### src/rtl/bpu_pkg.sv
package bpu_pkg;

  typedef enum logic [3:0] {
    OP_NONE,
    OP_JAL,
    OP_BR,
    OP_BZ,
    OP_BNZ,
    OP_RET,
    OP_RC,
    OP_RZ,
    OP_CALLIX,
    OP_JMPIX,
    OP_PSET1,
    OP_PSETTT,
    OP_PSETTE
  } bpu_op_e;

  localparam int INSTR_W = 16;
  localparam int PRED_W  = 2;
  localparam int CC_W    = 3;
  localparam int REL_W   = 11;
  localparam int JAL_W   = 15;

endpackage

### src/rtl/bpu_decode.sv
module bpu_decode
  import bpu_pkg::*;
(
  input  logic [INSTR_W-1:0] instr_i,
  output bpu_op_e            op_o,
  output logic [CC_W-1:0]    cc_o
);

  always_comb begin
    op_o = OP_NONE;
    cc_o = instr_i[CC_W-1:0];
    if (!instr_i[15])                           op_o = OP_JAL;
    else if (instr_i[15:11] == 5'b10110)        op_o = OP_BR;
    else if (instr_i[15:11] == 5'b10111)        op_o = OP_BZ;
    else if (instr_i[15:11] == 5'b10101)        op_o = OP_BNZ;
    else if (instr_i[15:7]  == 9'b1000_1010_0)  op_o = OP_RET;
    else if (instr_i[15:7]  == 9'b1000_1011_0)  op_o = OP_RC;
    else if (instr_i[15:7]  == 9'b1000_1011_1)  op_o = OP_RZ;
    else if (instr_i[15:5]  == 11'b1000_1010_100) op_o = OP_CALLIX;
    else if (instr_i[15:5]  == 11'b1000_1010_101) op_o = OP_JMPIX;
    else if (instr_i[15:3]  == 13'b1010_0010_0000_0) op_o = OP_PSET1;
    else if (instr_i[15:3]  == 13'b1010_0010_0000_1) op_o = OP_PSETTT;
    else if (instr_i[15:3]  == 13'b1010_0010_0001_0) op_o = OP_PSETTE;
  end

endmodule

### src/rtl/bpu_cond_eval.sv
module bpu_cond_eval
  import bpu_pkg::*;
(
  input  logic [CC_W-1:0] cc_i,
  input  logic            z_i,
  input  logic            c_i,
  input  logic            s_i,
  output logic            pass_o
);

  always_comb begin
    unique case (cc_i)
      3'd0: pass_o = z_i;
      3'd1: pass_o = !z_i;
      3'd2: pass_o = !c_i;
      3'd3: pass_o = c_i;
      3'd4: pass_o = !s_i && !z_i;
      3'd5: pass_o = s_i && !z_i;
      3'd6: pass_o = !s_i || z_i;
      default: pass_o = s_i || z_i;
    endcase
  end

endmodule

### src/rtl/bpu_pred_reg.sv
module bpu_pred_reg
  import bpu_pkg::*;
(
  input  logic              clk,
  input  logic              rst,
  input  logic              step_i,
  input  logic              set_en_i,
  input  logic [PRED_W-1:0] set_val_i,
  input  logic              load_en_i,
  input  logic [PRED_W-1:0] load_val_i,
  output logic [PRED_W-1:0] pred_o
);

  always_ff @(posedge clk) begin
    if (rst) begin
      pred_o <= '1;
    end else if (step_i) begin
      if (set_en_i)       pred_o <= set_val_i;
      else if (load_en_i) pred_o <= load_val_i;
      else                pred_o <= {1'b1, pred_o[PRED_W-1:1]};
    end
  end

  AST_PRED_IDLE_HOLD: assert property (@(posedge clk) disable iff (rst)
    !step_i |=> $stable(pred_o));

  AST_PRED_SHIFT_IN: assert property (@(posedge clk) disable iff (rst)
    (step_i && !set_en_i && !load_en_i) |=> pred_o[PRED_W-1]);

endmodule

### src/rtl/branch_pred_unit.sv
module branch_pred_unit
  import bpu_pkg::*;
#(
  parameter int PC_W = 15
) (
  input  logic                clk,
  input  logic                rst,
  input  logic                instr_valid,
  input  logic [INSTR_W-1:0]  instr,
  input  logic [PC_W-1:0]     pc,
  input  logic [PC_W-1:0]     ra,
  input  logic [PC_W-1:0]     ix,
  input  logic                flag_z,
  input  logic                flag_c,
  input  logic                flag_s,
  input  logic                pred_restore_en,
  input  logic [PRED_W-1:0]   pred_restore_val,
  output logic [PRED_W-1:0]   pred_state,
  output logic                res_valid,
  output logic                res_squash,
  output logic                res_redirect,
  output logic [PC_W-1:0]     res_next_pc,
  output logic                ra_we,
  output logic [PC_W-1:0]     ra_wdata
);

  localparam logic [PC_W-1:0] ONE = PC_W'(1);

  bpu_op_e         op;
  logic [CC_W-1:0] cc;
  logic            test;
  logic            exec;
  logic            is_pset;
  logic [PRED_W-1:0] pset_val;
  logic [PC_W-1:0] seq_pc;
  logic [PC_W-1:0] rel_pc;
  logic [PC_W-1:0] tgt;
  logic            take;
  logic            link;

  bpu_decode u_dec (
    .instr_i (instr),
    .op_o    (op),
    .cc_o    (cc)
  );

  bpu_cond_eval u_cond (
    .cc_i   (cc),
    .z_i    (flag_z),
    .c_i    (flag_c),
    .s_i    (flag_s),
    .pass_o (test)
  );

  assign exec   = instr_valid && pred_state[0];
  assign seq_pc = pc + ONE;
  assign rel_pc = pc + PC_W'($signed(instr[REL_W-1:0]));

  always_comb begin
    is_pset  = 1'b0;
    pset_val = '1;
    unique case (op)
      OP_PSET1:  begin is_pset = 1'b1; pset_val = {1'b1, test};  end
      OP_PSETTT: begin is_pset = 1'b1; pset_val = {test, test};  end
      OP_PSETTE: begin is_pset = 1'b1; pset_val = {!test, test}; end
      default:   ;
    endcase
  end

  always_comb begin
    take = 1'b0;
    link = 1'b0;
    tgt  = seq_pc;
    unique case (op)
      OP_JAL:    begin take = 1'b1; link = 1'b1; tgt = PC_W'(instr[JAL_W-1:0]); end
      OP_BR:     begin take = 1'b1;        tgt = rel_pc; end
      OP_BZ:     begin take = flag_z;      tgt = rel_pc; end
      OP_BNZ:    begin take = !flag_z;     tgt = rel_pc; end
      OP_RET:    begin take = 1'b1;        tgt = ra; end
      OP_RC:     begin take = flag_c;      tgt = ra; end
      OP_RZ:     begin take = flag_z;      tgt = ra; end
      OP_CALLIX: begin take = 1'b1; link = 1'b1; tgt = ix; end
      OP_JMPIX:  begin take = 1'b1;        tgt = ix; end
      default:   ;
    endcase
  end

  bpu_pred_reg u_pred (
    .clk        (clk),
    .rst        (rst),
    .step_i     (instr_valid),
    .set_en_i   (exec && is_pset),
    .set_val_i  (pset_val),
    .load_en_i  (exec && pred_restore_en),
    .load_val_i (pred_restore_val),
    .pred_o     (pred_state)
  );

  always_ff @(posedge clk) begin
    if (rst) begin
      res_valid    <= 1'b0;
      res_squash   <= 1'b0;
      res_redirect <= 1'b0;
      res_next_pc  <= '0;
      ra_we        <= 1'b0;
      ra_wdata     <= '0;
    end else begin
      res_valid    <= instr_valid;
      res_squash   <= instr_valid && !pred_state[0];
      res_redirect <= exec && take;
      ra_we        <= exec && link;
      if (instr_valid) begin
        res_next_pc <= (exec && take) ? tgt : seq_pc;
        ra_wdata    <= seq_pc;
      end
    end
  end

  AST_SQUASH_QUIET: assert property (@(posedge clk) disable iff (rst)
    res_squash |-> (!res_redirect && !ra_we));

  AST_LINK_ADDR: assert property (@(posedge clk) disable iff (rst)
    ra_we |-> (ra_wdata == $past(pc) + ONE));

  AST_SEQ_NEXT: assert property (@(posedge clk) disable iff (rst)
    (res_valid && !res_redirect) |-> (res_next_pc == $past(pc) + ONE));

  AST_VALID_FOLLOW: assert property (@(posedge clk) disable iff (rst)
    instr_valid |=> res_valid);

  AST_VALID_DROP: assert property (@(posedge clk) disable iff (rst)
    !instr_valid |=> !res_valid);

endmodule

### config.mk
export PLATFORM = sky130hd
export DESIGN_NAME = branch_pred_unit
export DESIGN_NICKNAME = d
export VERILOG_FILES = /design/src/rtl/bpu_pkg.sv /design/src/rtl/bpu_decode.sv /design/src/rtl/bpu_cond_eval.sv /design/src/rtl/bpu_pred_reg.sv /design/src/rtl/branch_pred_unit.sv
export SDC_FILE = /design/constraint.sdc
export NUM_CORES = 1
export LEC_CHECK = 0
export ABC_AREA = 1
export BUFFER_PORTS_ARGS = -buffer_cell sky130_fd_sc_hd__buf_2
export CORE_MARGIN = 2
export CORE_UTILIZATION = 40
export CTS_CLUSTER_DIAMETER = 60
export DETAILED_ROUTE_END_ITERATION = 10
export MAX_ROUTING_LAYER = met4
export PLACE_DENSITY_LB_ADDON = 0.25
export SLEW_MARGIN = 25
export SYNTH_ARGS = -nofsm -noshare
export SYNTH_HDL_FRONTEND = slang
export SYNTH_SLANG_ARGS = --single-unit
### constraint.sdc
create_clock -name clk -period 1.7 [get_ports clk]
set_input_delay 0.085 -clock clk [delete_from_list [all_inputs] [get_ports clk]]
set_output_delay 0.085 -clock clk [all_outputs]
set_load 0.02 [all_outputs]
==> results.sh, run 1 <==
export IMPL_cts_sinks=36
export IMPL_htree_levels=2
export IMPL_clk_pin_slew_ns=0.07
export IMPL_cp_max_fo=4
export IMPL_cts_max_path_buffers=2
export IMPL_seq_area_frac_synth_pct=21.6
export IMPL_netlist_instances=578
export IMPL_reg2reg_depth=9
export IMPL_cp_start_kind="primary input"
export IMPL_multiInputGateArea_mm2=0.00219
export IMPL_nFillCells=835
export IMPL_synth_fp_nets=664
export IMPL_slowest_stage="fa_1"
export IMPL_postLayoutCoreUtil_pct=56.0
export IMPL_async_flop_share_pct=0
export IMPL_diodes=0
export IMPL_synth_cell_types=36
export IMPL_min_path_type="primary input to register"
export IMPL_max_freq_mhz=640
export IMPL_synth_top_area_share_pct=21.6
export IMPL_p_per_area_mw_per_mm2=581
export IMPL_antenna_found_initial=0
export IMPL_start_util_pct=41.0
export IMPL_finalHoldViolCount=0
export IMPL_slew_viol_final=0
export IMPL_coreArea_mm2=0.00813
export IMPL_dp_hpwl_mm=10.3
export IMPL_ys_ff_latch=36
export IMPL_timing_final_crit_share_pct=91.9
export IMPL_p_leak_nw=2.62
export IMPL_place_inst=842
export IMPL_drc=0
export IMPL_ys_flop_type="dfxtp_1"
export IMPL_die_area_mm2=0.00908
export IMPL_post_cts_repair_setup_buffers=0
export IMPL_yosys_warnings=0
export IMPL_skew_ns=0.00751
export IMPL_worstSetupPathType="primary input to register"
export IMPL_drtIter0Drc=244
export IMPL_cts_hold_buffers_added=0
export IMPL_ant_nets=0
export IMPL_hold_depth=3
export IMPL_overflow=0
export IMPL_drtPass1Iterations=5
export IMPL_grt_pass1_vias=4067
export IMPL_grt_util_all_layers_pct=28.6
export IMPL_synth_area_leaders="dfxtp_1 22%, nand2_1 20%, inv_1 10%"
export IMPL_end_kind="register"
export IMPL_drive_gt1_share_pct=26.5
export IMPL_worst_endpoint_arrival_ns=1.79
export IMPL_io_pins=106
export IMPL_ir_worst_vdd_mv=0.534
export IMPL_rows=33
export IMPL_grt_max_degree=44
export IMPL_seq_area_um2=721
export IMPL_status="finished clean"
export IMPL_fin_crit_ns=1.56
export IMPL_grt_pass1_wl_mm=19.4
export IMPL_area_growth_pct=36.6
export IMPL_cts_tree="done"
export IMPL_chipHeight_um=95.3
export IMPL_setup_violations=0
export IMPL_worstMarginPinSlew_ns=0.597
export IMPL_crit_chain="buf_2, ha_1, fa_1, nand3_1, nand3_2, nand3_1, nand3_1, nand2_1, nand3_1, nand2_1, nor2_2, nor2_1, nor2_1, nor2_1"
export IMPL_yosys_area_top_type="dfxtp_1"
export IMPL_cts_inserted_buffers=5
export IMPL_cts_root_buf="clkbuf_8"
export IMPL_wire_per_inst_um=14.4
export IMPL_vias=4300
export IMPL_routed_via_density=5.06
export IMPL_port_buffers=105
export IMPL_critPathRequiredTime_ns=1.93
export IMPL_gp_congestion=0.909
export IMPL_fin_cells=849
export IMPL_rsz0062_at_grt="false"
export IMPL_avgSynthCellArea_um2=5.77
export IMPL_slew_headroom_pct=60.2
export IMPL_wirelength_mm=12.2
export IMPL_synth_edf_count=0
export IMPL_nNetsFinal=830
export IMPL_maxCapViolCount=0
export IMPL_die_width_um=95.3
export IMPL_clk_latency_ns=0.29
export IMPL_path_common_cell="nand3_1"
export IMPL_slowest_delay_ns=0.40
export IMPL_crit_cells=14
export IMPL_path_delay_family="simple AND/OR/NAND/NOR gates"
export IMPL_synth_area_mm2=0.00333
export IMPL_cts_resized=0
export IMPL_worst_path_buf_inv=1
==> per-stage QoR <==
stage | TNS [ns] | hold slack, ns | setup WS, ns | cell area, um2 | total power [W]
2_1_floorplan | 0 | 0.179 | 0.0965 | 3330 | 0.00151
3_3_place_gp | -0.769 | 0.388 | -0.173 | 4440 | 0.00197
3_5_place_dp | -0.931 | 0.408 | -0.199 | 4440 | 0.00198
4_1_cts | 0 | 0.100 | 0.0610 | 4530 | 0.00264
5_1_grt | 0 | 0.109 | 0.000970 | 4560 | 0.00281
6_report | 0 | 0.104 | 0.137 | 4560 | 0.00265
==> final cells by class <==
| type | count | area share [%] |
|---|---|---|
| Tap cell | 105 | 2.88 |
| Sequential cell | 36 | 15.8 |
| Inverter | 95 | 7.83 |
| Timing Repair Buffer | 174 | 23.2 |
| Clock buffer | 7 | 2.11 |
| Multi-Input combinational cell | 432 | 48.2 |
==> cell usage after synthesis (7+ instances only) <==
cell and n:
nor2_1 55, nand2_1 177, o21ai_0 14, xor2_1 12, nand3_1 66, nand4_1 13
buf_2 7, inv_1 91, o211ai_1 13, dfxtp_1 36, ha_1 15, a21oi_1 34
==> per-layer routing <==
layer  vias up  share of wire, %  global-route usage (%)
li1       2184                 -                       -
met1      1940                45                    36.0
met2       158                47                    47.8
met4         0               2.2                    7.13
met3        18               6.3                    4.51
met5         -                 0                       -
==> worst min-delay path: cells and delay by family <==
| kind | cells | cell delay, ns |
|---|---|---|
| AO/OA/AOI/OAI | 1 | 0.06 |
| buffers and inverters | 1 | 0.11 |
| AND/OR/NAND/NOR | 1 | 0.09 |
==> registers in the layout, summed over array words and instances, names as in the netlist <==
signal	count
res_valid	1
res_squash	1
res_next_pc	15
u_pred.pred_o	2
ra_we	1
ra_wdata	15
res_redirect	1
==> final timing paths <==
path	slack [ns]	startpoint	to
worst max-delay path	0.14	instr[0]	res_next_pc[12]$_SDFFE_PP0P_
worst min register to register	0.47	u_pred.pred_o[0]$_SDFFE_PP1P_	res_squash$_SDFF_PP0_
worst max register to register	0.29	u_pred.pred_o[0]$_SDFFE_PP1P_	res_next_pc[12]$_SDFFE_PP0P_
worst min-delay path	0.10	instr_valid	ra_we$_SDFF_PP0_
==> where the power goes <==
part           switching [W]  internal, W  total [W]
Sequential         0.0000320     0.000902   0.000934
Clock               0.000308     0.000361   0.000669
Combinational       0.000619     0.000426    0.00105
Total               0.000959      0.00169    0.00265
==> cell families (layout without fill, tap and decap cells) <==
logic type | Yosys count | in the layout | synth area share, %
DFF | 36 | 36 | 21.6
xor gates and xnor gates | 18 | 18 | 4.73
and+or+nand+nor | 327 | 327 | 41.7
adders and majority gates | 16 | 16 | 6.23
AOI/OAI and AO/OA | 71 | 71 | 12.4
buffers and inverters | 110 | 276 | 13.3
==> cell usage in the layout (no fill, tap or decap), types with 2 or more instances in the layout <==
cell | Yosys | layout
nand2_1 | 177 | 176
buf_2 | 7 | 105
inv_1 | 91 | 91
buf_4 | 1 | 68
nand3_1 | 66 | 65
nor2_1 | 55 | 52
dfxtp_1 | 36 | 36
a21oi_1 | 34 | 33
ha_1 | 15 | 15
o21ai_0 | 14 | 14
o211ai_1 | 13 | 13
nand4_1 | 13 | 13
xor2_1 | 12 | 12
clkbuf_8 | 1 | 7
xnor2_1 | 6 | 6
nor3_1 | 6 | 5
nor2_2 | 1 | 4
nand2_2 | 2 | 3
inv_2 | 3 | 3
nor3_2 | 1 | 2
nand3b_1 | 2 | 2
nand3_2 | 1 | 2
o2111ai_1 | 2 | 2
a21boi_0 | 2 | 2
a22oi_1 | 2 | 2
No activity file was read; power rests on OpenSTA's default activity.
==> inputs of run 2 (changes only) <==
==> constraint.sdc (replaced) <==
create_clock -name clk -period 1.73 [get_ports clk]
set_input_delay 0.0865 -clock clk [delete_from_list [all_inputs] [get_ports clk]]
set_output_delay 0.0865 -clock clk [all_outputs]
set_load 0.02 [all_outputs]
==> run 2 against run 1 <==
- critical path type unchanged
- die area unchanged
- combinational power down 5%
- worst hold slack worse by 0.017 ns
- wire length shrank 2.3%
- sequential share of layout area up 0.31 points
- critical path depth fell by 1
- final cell count fell by 0.82%
- utilization is 1.1 points lower
- highest routed layer unchanged
- clock power decreased by 7.8%
==> results.sh, run 2 (synthesis results as in run 1) <==
export IMPL_status="finished clean"
export IMPL_io_pins=106
export IMPL_worstMarginPinSlew_ns=0.652
export IMPL_total_power_w=0.00253
export IMPL_chipHeight_um=95.3
export IMPL_cts_inserted_buffers=5
export IMPL_layout_setup_ws_ns=0.199
export IMPL_grt_util_all_layers_pct=27.9
export IMPL_timing_final_crit_share_pct=88.5
export IMPL_grt_pass1_wl_mm=19.0
export IMPL_reg2reg_slack_ns=0.34
export IMPL_area_growth_pct=34.0
export IMPL_timing_rr_start="u_pred.pred_o[0]$_SDFFE_PP1P_"
export IMPL_drive_gt1_share_pct=24.7
export IMPL_nNetsFinal=822
export IMPL_hold_depth=3
export IMPL_p_leak_nw=2.57
export IMPL_dp_hpwl_mm=10.1
export IMPL_post_cts_repair_setup_buffers=0
export IMPL_reg2reg_depth=9
export IMPL_clk_pin_slew_ns=0.07
export IMPL_cts_max_path_buffers=2
export IMPL_top_regs="ra_wdata (15), res_next_pc (15), u_pred.pred_o (2)"
export IMPL_die_area_mm2=0.00908
export IMPL_start_util_pct=41.0
export IMPL_max_freq_mhz=653
export IMPL_p_per_area_mw_per_mm2=567
export IMPL_maxCapViolCount=0
export IMPL_wire_per_inst_um=14.2
export IMPL_port_buffers=105
export IMPL_cp_start_kind="primary input"
export IMPL_finalHoldViolCount=0
export IMPL_crit_start="instr[10]"
export IMPL_coreArea_mm2=0.00813
export IMPL_min_path_type="primary input to register"
export IMPL_slew_headroom_pct=56.5
export IMPL_wirelength_mm=12.0
export IMPL_diodes=0
export IMPL_fin_crit_ns=1.53
export IMPL_grt_pass1_vias=3987
export IMPL_place_area_mm2=0.00438
export IMPL_mostFrequentLayoutCells="177 x nand2_1, 105 x buf_2, 91 x inv_1"
export IMPL_final_common_cell="nand2_1"
export IMPL_drtPass1Iterations=7
export IMPL_postLayoutCoreUtil_pct=54.9
export IMPL_htree_levels=2
export IMPL_ant_nets=0
export IMPL_pre_cts_ws_ns=-0.0954
export IMPL_rsz0062_at_grt="false"
export IMPL_worstSetupPathType="primary input to register"
export IMPL_die_width_um=95.3
export IMPL_cp_endpoint="res_next_pc[11]$_SDFFE_PP0P_"
export IMPL_reg2reg_to="res_next_pc[12]$_SDFFE_PP0P_"
export IMPL_overflow=0
export IMPL_antenna_found_initial=0
export IMPL_design_area_mm2=0.00447
export IMPL_routed_via_density=5.04
export IMPL_drc=0
export IMPL_hold_ws_ns=0.0869
export IMPL_cts_hold_buffers_added=0
export IMPL_vias=4247
export IMPL_setup_violations=0
export IMPL_drtIter0Drc=172
export IMPL_grt_max_degree=44
export IMPL_skew_ns=0.00350
export IMPL_cts_root_buf="clkbuf_8"
export IMPL_gp_congestion=0.967
export IMPL_rows=33
export IMPL_cp_max_fo=7
export IMPL_clk_latency_ns=0.28
export IMPL_slew_viol_final=0
export IMPL_ir_worst_vdd_mv=0.482
export IMPL_cts_sinks=36
export IMPL_worst_endpoint_arrival_ns=1.69
export IMPL_hold_start="instr_valid"
export IMPL_cts_resized=0
export IMPL_cts_tree="done"
export IMPL_end_kind="register"
export IMPL_critPathRequiredTime_ns=1.89
[run 2: cell count changes in the layout (fill, tap and decap cells not counted), sizes merged]
cell and delta:
clkbuf +1, buf -8
[run 2: cell type report]
| cell class | instances | area, um2 |
|---|---|---|
| multi-input combinational | 432 | 2170 |
| inverter | 95 | 357 |
| sequential | 36 | 721 |
| clock buffer | 8 | 90.1 |
| tap | 105 | 131 |
| fill | 855 | 3670 |
| timing repair buffer | 166 | 996 |
[run 2: how the worst min path moves through the flow]
stage	to	slack (ns)
floorplan	ra_wdata[0]$_SDFFE_PP0P_	0.18
global placement	ra_we$_SDFF_PP0_	0.39
detailed placement	ra_we$_SDFF_PP0_	0.39
CTS	ra_we$_SDFF_PP0_	0.09
global route	ra_we$_SDFF_PP0_	0.1
finish	ra_we$_SDFF_PP0_	0.09
[run 2: power by group]
group          switching [W]  leakage, nW  internal, W  total [W]
combinational       0.000597         2.23     0.000405    0.00100
sequential         0.0000297        0.298     0.000886   0.000916
clock               0.000292       0.0455     0.000325   0.000617
[run 2: per-stage QoR]
stage	TNS (ns)	instances
final	0	842
after global routing	0	842
after CTS	0	842
after detailed placement	-0.463	834
after global placement	-0.348	834
after floorplan	0	578
[run 2: metal layers]
layer / up-vias / GRT usage (%) / share of wire, %
met3: 18 / 4.58 / 7.3
met1: 1908 / 34.8 / 45
li1: 2163 / - / -
met5: - / - / 0
met2: 158 / 46.3 / 46
met4: 0 / 7.97 / 2.5
[run 2: worst max-delay path: stages]
cell     delay, ns
buf_2         0.16
ha_1          0.38
nand2_1       0.12
nor2_1        0.17
nand3_1       0.12
nand3_1       0.09
nand2_1       0.05
nand3_1       0.09
nand2_1       0.11
nor2_1        0.11
nor2_1        0.06
nor2_1        0.08
nor2_1        0.04
